--- config.mk ---
export PLATFORM = sky130hd
export DESIGN_NAME = fp_minmax_unit
export DESIGN_NICKNAME = d
export VERILOG_FILES = /design/src/rtl/fpsel_pkg.sv /design/src/rtl/fpsel_classify.sv /design/src/rtl/fpsel_cmp.sv /design/src/rtl/fpsel_lane.sv /design/src/rtl/fp_minmax_unit.sv
export SDC_FILE = /design/constraint.sdc
export NUM_CORES = 1
export LEC_CHECK = 0
export ABC_CLOCK_PERIOD_IN_PS = 3700
export BUFFER_PORTS_ARGS = -buffer_cell sky130_fd_sc_hd__buf_2
export CORE_ASPECT_RATIO = 1.4
export CORE_MARGIN = 5
export CORE_UTILIZATION = 52
export CTS_BUF_LIST = sky130_fd_sc_hd__clkbuf_2
export CTS_CLUSTER_DIAMETER = 40
export DETAILED_ROUTE_END_ITERATION = 7
export MAX_ROUTING_LAYER = met4
export PLACE_DENSITY = 0.83
export SLEW_MARGIN = 10
export SYNTH_ARGS = -nofsm -noshare
export SYNTH_HDL_FRONTEND = slang
export SYNTH_SLANG_ARGS = --single-unit
export TNS_END_PERCENT = 10
--- constraint.sdc ---
create_clock -name clk -period 3.7 [get_ports clk]
set_input_delay 0.185 -clock clk [delete_from_list [all_inputs] [get_ports clk]]
set_output_delay 0.185 -clock clk [all_outputs]
set_load 0.02 [all_outputs]
--- src/rtl/fpsel_pkg.sv ---
package fpsel_pkg;

    localparam int SP_EXP_W = 8;
    localparam int SP_MAN_W = 23;
    localparam int DP_EXP_W = 11;
    localparam int DP_MAN_W = 52;
    localparam int DATA_W   = 1 + DP_EXP_W + DP_MAN_W;

    localparam logic [4:0] FUNC_MIN    = 5'h18;
    localparam logic [4:0] FUNC_MAX    = 5'h19;
    localparam logic [4:0] FUNC_MINMAG = 5'h1a;
    localparam logic [4:0] FUNC_MAXMAG = 5'h1b;

    typedef enum logic [1:0] {
        SEL_MIN    = 2'd0,
        SEL_MAX    = 2'd1,
        SEL_MINMAG = 2'd2,
        SEL_MAXMAG = 2'd3
    } sel_op_e;

    typedef struct packed {
        logic    legal;
        sel_op_e op;
    } sel_cmd_t;

    function automatic sel_cmd_t decode_func(input logic [4:0] f);
        sel_cmd_t c;
        c.legal = 1'b1;
        case (f)
            FUNC_MIN:    c.op = SEL_MIN;
            FUNC_MAX:    c.op = SEL_MAX;
            FUNC_MINMAG: c.op = SEL_MINMAG;
            FUNC_MAXMAG: c.op = SEL_MAXMAG;
            default: begin
                c.legal = 1'b0;
                c.op    = SEL_MIN;
            end
        endcase
        return c;
    endfunction

    function automatic logic is_mag_op(input sel_op_e op);
        return (op == SEL_MINMAG) || (op == SEL_MAXMAG);
    endfunction

    function automatic logic is_min_op(input sel_op_e op);
        return (op == SEL_MIN) || (op == SEL_MINMAG);
    endfunction

endpackage

--- src/rtl/fpsel_classify.sv ---
module fpsel_classify #(
    parameter int EXP_W = 8,
    parameter int MAN_W = 23,
    localparam int W    = 1 + EXP_W + MAN_W
) (
    input  logic [W-1:0] val,
    output logic         is_nan,
    output logic         is_snan
);
    logic [EXP_W-1:0] exp_f;
    logic [MAN_W-1:0] man_f;

    assign exp_f   = val[W-2 -: EXP_W];
    assign man_f   = val[MAN_W-1:0];
    assign is_nan  = (&exp_f) && (|man_f);
    assign is_snan = is_nan && !man_f[MAN_W-1];
endmodule

--- src/rtl/fpsel_cmp.sv ---
module fpsel_cmp #(
    parameter int W = 32
) (
    input  logic [W-1:0] x,
    input  logic [W-1:0] y,
    input  logic         any_nan,
    output logic         x_lt_y
);
    logic         sx, sy;
    logic [W-2:0] mx, my;
    logic         both_zero;
    logic         ordered_lt;

    assign sx        = x[W-1];
    assign sy        = y[W-1];
    assign mx        = x[W-2:0];
    assign my        = y[W-2:0];
    assign both_zero = (mx == '0) && (my == '0);

    always_comb begin
        unique case ({sx, sy})
            2'b10:   ordered_lt = 1'b1;
            2'b01:   ordered_lt = 1'b0;
            2'b00:   ordered_lt = (mx < my);
            default: ordered_lt = (mx > my);
        endcase
    end

    assign x_lt_y = !any_nan && !both_zero && ordered_lt;
endmodule

--- src/rtl/fpsel_lane.sv ---
module fpsel_lane
    import fpsel_pkg::*;
#(
    parameter int EXP_W = 8,
    parameter int MAN_W = 23,
    parameter int OUT_W = 64,
    localparam int W    = 1 + EXP_W + MAN_W,
    localparam int PAD  = OUT_W - W
) (
    input  logic [W-1:0]     a,
    input  logic [W-1:0]     b,
    input  sel_op_e          op,
    output logic [OUT_W-1:0] res,
    output logic             snan_seen
);
    logic [1:0]   nan_v, snan_v;
    logic [W-1:0] opnd [2];
    logic [W-1:0] ca, cb;
    logic         a_lt_b;
    logic         pick_a;

    assign opnd[0] = a;
    assign opnd[1] = b;

    for (genvar i = 0; i < 2; i++) begin : g_cls
        fpsel_classify #(.EXP_W(EXP_W), .MAN_W(MAN_W)) u_cls (
            .val    (opnd[i]),
            .is_nan (nan_v[i]),
            .is_snan(snan_v[i])
        );
    end

    assign ca = is_mag_op(op) ? {1'b0, a[W-2:0]} : a;
    assign cb = is_mag_op(op) ? {1'b0, b[W-2:0]} : b;

    fpsel_cmp #(.W(W)) u_cmp (
        .x      (ca),
        .y      (cb),
        .any_nan(|nan_v),
        .x_lt_y (a_lt_b)
    );

    // B NaN forces A; otherwise min takes A on strict less, max on B <= A
    assign pick_a = nan_v[1] ||
                    (is_min_op(op) ? a_lt_b : (!nan_v[0] && !a_lt_b));

    if (PAD > 0) begin : g_pad
        assign res = {{PAD{1'b0}}, (pick_a ? a : b)};
    end else begin : g_nopad
        assign res = pick_a ? a : b;
    end

    assign snan_seen = |snan_v;
endmodule

--- src/rtl/fp_minmax_unit.sv ---
module fp_minmax_unit
    import fpsel_pkg::*;
#(
    parameter int SP_EXP = SP_EXP_W,
    parameter int SP_MAN = SP_MAN_W,
    parameter int DP_EXP = DP_EXP_W,
    parameter int DP_MAN = DP_MAN_W,
    localparam int SP_W  = 1 + SP_EXP + SP_MAN,
    localparam int DP_W  = 1 + DP_EXP + DP_MAN
) (
    input  logic            clk,
    input  logic            rst,
    input  logic            in_valid,
    input  logic            fp_en,
    input  logic [4:0]      func,
    input  logic            dbl,
    input  logic [DP_W-1:0] opa,
    input  logic [DP_W-1:0] opb,
    output logic            out_valid,
    output logic [DP_W-1:0] result,
    output logic            invalid_sticky,
    output logic            fp_disabled_trap
);
    sel_cmd_t        cmd;
    logic [DP_W-1:0] lane_res [2];
    logic [1:0]      lane_snan;
    logic            accept;

    assign cmd    = decode_func(func);
    assign accept = in_valid && fp_en && cmd.legal;

    for (genvar g = 0; g < 2; g++) begin : g_lane
        localparam int EW = (g == 0) ? SP_EXP : DP_EXP;
        localparam int MW = (g == 0) ? SP_MAN : DP_MAN;
        localparam int LW = 1 + EW + MW;
        fpsel_lane #(.EXP_W(EW), .MAN_W(MW), .OUT_W(DP_W)) u_lane (
            .a        (opa[LW-1:0]),
            .b        (opb[LW-1:0]),
            .op       (cmd.op),
            .res      (lane_res[g]),
            .snan_seen(lane_snan[g])
        );
    end

    always_ff @(posedge clk) begin
        if (rst) begin
            out_valid        <= 1'b0;
            fp_disabled_trap <= 1'b0;
            invalid_sticky   <= 1'b0;
            result           <= '0;
        end else begin
            out_valid        <= accept;
            fp_disabled_trap <= in_valid && !fp_en;
            if (accept) begin
                result         <= lane_res[dbl];
                invalid_sticky <= invalid_sticky | lane_snan[dbl];
            end
        end
    end
endmodule

==> metrics.txt <==
overall routed net length=22600 microns; dpl hpwl=15100 microns; starting density of the core=0.535; Setup CP Type=in2reg; Clock Sinks=67; global-route wire length before repair=36400 microns; status=complete, no violations; post-synth cell types=50; chip height=133 microns; num rows=44; area of the multi-input gates=0.00385 sq mm; endpoints failing setup=0; Rel. slew slack=0.522; RD Place Congestion=0.977; Final Cycle Share=0.987; I/O pins=205; r2r setup slk=2.36 ns; worst slew pin tran=0.716 ns; Synth async-reset ratio=0; Synth Flop Type=dfxtp_1; average wire per standard cell=19.4 microns; R2R depth=3; skew final=0 ns; GRT Overall Usage=0.348; EDFF count, synth=0; peak supply drop=236 uV; final hold vios=0; CP Max Fanout=9; htree depth=3; CTS buffer count=9; FF/Latch Area=0.00134 sq mm; Worst-Skew Late Latency=0.53 ns; largest net degree at the start of global routing=66; Setup crit start kind=primary input; sequential cell area fraction in the yosys report=0.239; Worst R2R Start=result[26]$_SDFFE_PP0P_; vias per cell=6.33; cells after synthesis=732; filler instances=741; Critical Path AT=4.14 ns; total grt overflow=0; Core Box Area=0.0105 sq mm; vias in the first global route=7403; hold path startpoint=func[2]; Die Wd=97.7 microns; Yosys top cell area share=0.239; CP startpoint=opb[50]; initial antenna violation count=1; CP Capture Type=register; WHS Path Cells=4; design area=0.00804 sq mm; Power Density=230 mW/mm^2; TritonCTS clock tree=yes; mapped cell area=0.00560 sq mm; dominant cell type by area after synthesis=dfxtp_1; minimum clock period=3.65 ns; Req. time, crit path=4.18 ns; Yosys reg bits=67; yosys warns=0; Detail Route Antenna Nets=0; # DRC=0; dominant cells by area after synthesis=dfxtp_1, ha_1, nand4_1; Mapped Nets=933; Clock transition at path regs=0.17 ns; unrepaired setup endpoints after global routing=yes; Fmax=274 MHz; layout cells sized above 1=0.257; Die ar.=0.0130 sq mm; IO buf count=204; Pins Over Slew Limit=0; hold endpoint=out_valid$_SDFF_PP0_; worst min path class=in2reg; Root Buffer=clkbuf_2; Post-Syn Area per Cell=7.65 sq um; setup tns final=0 ns; leak pwr=3.72 nW; FF-to-FF End=result[26]$_SDFFE_PP0P_; Via Count=7389; Area Growth Syn to Fin=43.6%; Max clock buf depth=2; Max Cap Viol=0; Area after DPL=0.00674 sq mm; fin nets=1224; Pre-Repair DR Iteration Count=7; Iter 0 DRT Violations=546
-- Yosys cell counts (3+ instances only) --
cell / n
a221oi_1: 4
or3_1: 4
a311o_1: 24
buf_6: 4
and2_1: 25
nand3_1: 13
clkbuf_1: 41
nor4_1: 28
o22ai_1: 3
nand2_1: 77
o31ai_1: 33
nor2_1: 46
a211oi_1: 4
o21ai_0: 9
o21ai_1: 4
dfxtp_1: 67
nand4b_1: 10
a311oi_1: 33
a21oi_1: 28
buf_1: 3
nor3_1: 9
buf_2: 7
ha_1: 63
nand4_1: 61
o211ai_1: 11
a31oi_1: 24
or4_1: 3
inv_1: 67
-- power by group --
group	total, mW	internal, mW	switching [mW]
clock network	0.442	0.151	0.291
registers	0.740	0.734	0.00561
logic	0.668	0.290	0.378
-- state kept, by name, summed over array words and instances, names as in the netlist --
| signal | cells |
|---|---|
| fp_disabled_trap | 1 |
| out_valid | 1 |
| invalid_sticky | 1 |
| result | 64 |
-- kinds of logic after synthesis --
family / after synthesis / share of synthesized area
compound gates: 191 / 0.256
simple gates: 288 / 0.275
flops: 67 / 0.240
fa+ha+maj: 63 / 0.141
buf+inv: 123 / 0.0894
-- worst max path at each step --
| stage | slack, ns | cells past startpoint | end |
|---|---|---|---|
| after global routing | -0.12 | 16 | result[29]$_SDFFE_PP0P_ |
| after global placement | 0.40 | 13 | result[52]$_SDFFE_PP0P_ |
| after CTS | 0.07 | 15 | result[29]$_SDFFE_PP0P_ |
| after detailed placement | 0.29 | 13 | result[52]$_SDFFE_PP0P_ |
| after floorplan | 0.71 | 14 | result[62]$_SDFFE_PP0P_ |
| final | 0.05 | 16 | result[29]$_SDFFE_PP0P_ |
-- worst max-delay path, stage by stage --
cell	delay (ns)
dlygate4sd3_1	0.56
buf_2	0.16
inv_1	0.05
ha_1	0.31
nand4_1	0.16
nor4_4	0.44
nand2_1	0.14
o22ai_1	0.19
a41oi_1	0.10
a21o_2	0.30
buf_4	0.15
o31ai_4	0.22
buf_4	0.23
o31ai_2	0.07
a311oi_1	0.28
dlygate4sd3_1	0.59
-- timing repair --
action,CTS,global route
hold buffers,107,1
endpoints found under the hold margin,66,1
endpoints found under the setup margin,0,20
setup buffers,0,5
resized for setup,0,15
-- cell type report --
class | count | share of cell area
flip-flops and latches | 67 | 0.167
clock buffers | 10 | 0.00622
repair buffers | 335 | 0.287
clock inverters | 6 | 0.00700
multi-input cells | 542 | 0.479
diodes | 2 | 0.000622
inverters | 68 | 0.0317
well taps | 138 | 0.0215
-- through the flow --
step           cells   util  setup WS (ns)  power [mW]  hold slack (ns)
2_1_floorplan    732      -          0.707        1.08            0.261
3_3_place_gp    1038  0.645          0.402        1.29            0.376
3_5_place_dp    1038  0.645          0.291        1.30            0.379
4_1_cts         1161  0.757         0.0740        1.82          0.00415
5_1_grt         1167  0.769         -0.116        1.95           0.0242
6_report        1168  0.769         0.0475        1.85           0.0313
-- metal layers --
layer	global-route usage	vias to the layer above	part of all wire
met5	-	-	0
met4	0.198	0	0.059
met3	0.0674	125	0.092
met2	0.607	532	0.51
met1	0.363	3326	0.34
li1	-	3406	-
-- cell usage in the layout (no fill, tap or decap), types with 3 or more instances in the layout --
cell type        n
a211oi_1         3
a21oi_1         28
a221oi_1         3
a311o_1         24
a311oi_1        32
a31oi_1         24
and2_1          25
buf_2          204
buf_4           21
clkbuf_2        10
clkinv_1         3
dfxtp_1         67
dlygate4sd3_1  106
ha_1            63
inv_1           67
nand2_1         77
nand3_1         13
nand4_1         61
nand4b_1        10
nor2_1          45
nor3_1           8
nor4_1          26
nor4_4           3
o211ai_1        11
o21ai_0          8
o21ai_1          4
o22ai_1          3
o31ai_1         29
o31ai_2          4
or3_1            4
or4_1            3
Note: power is estimated with default switching activity, not from simulation.
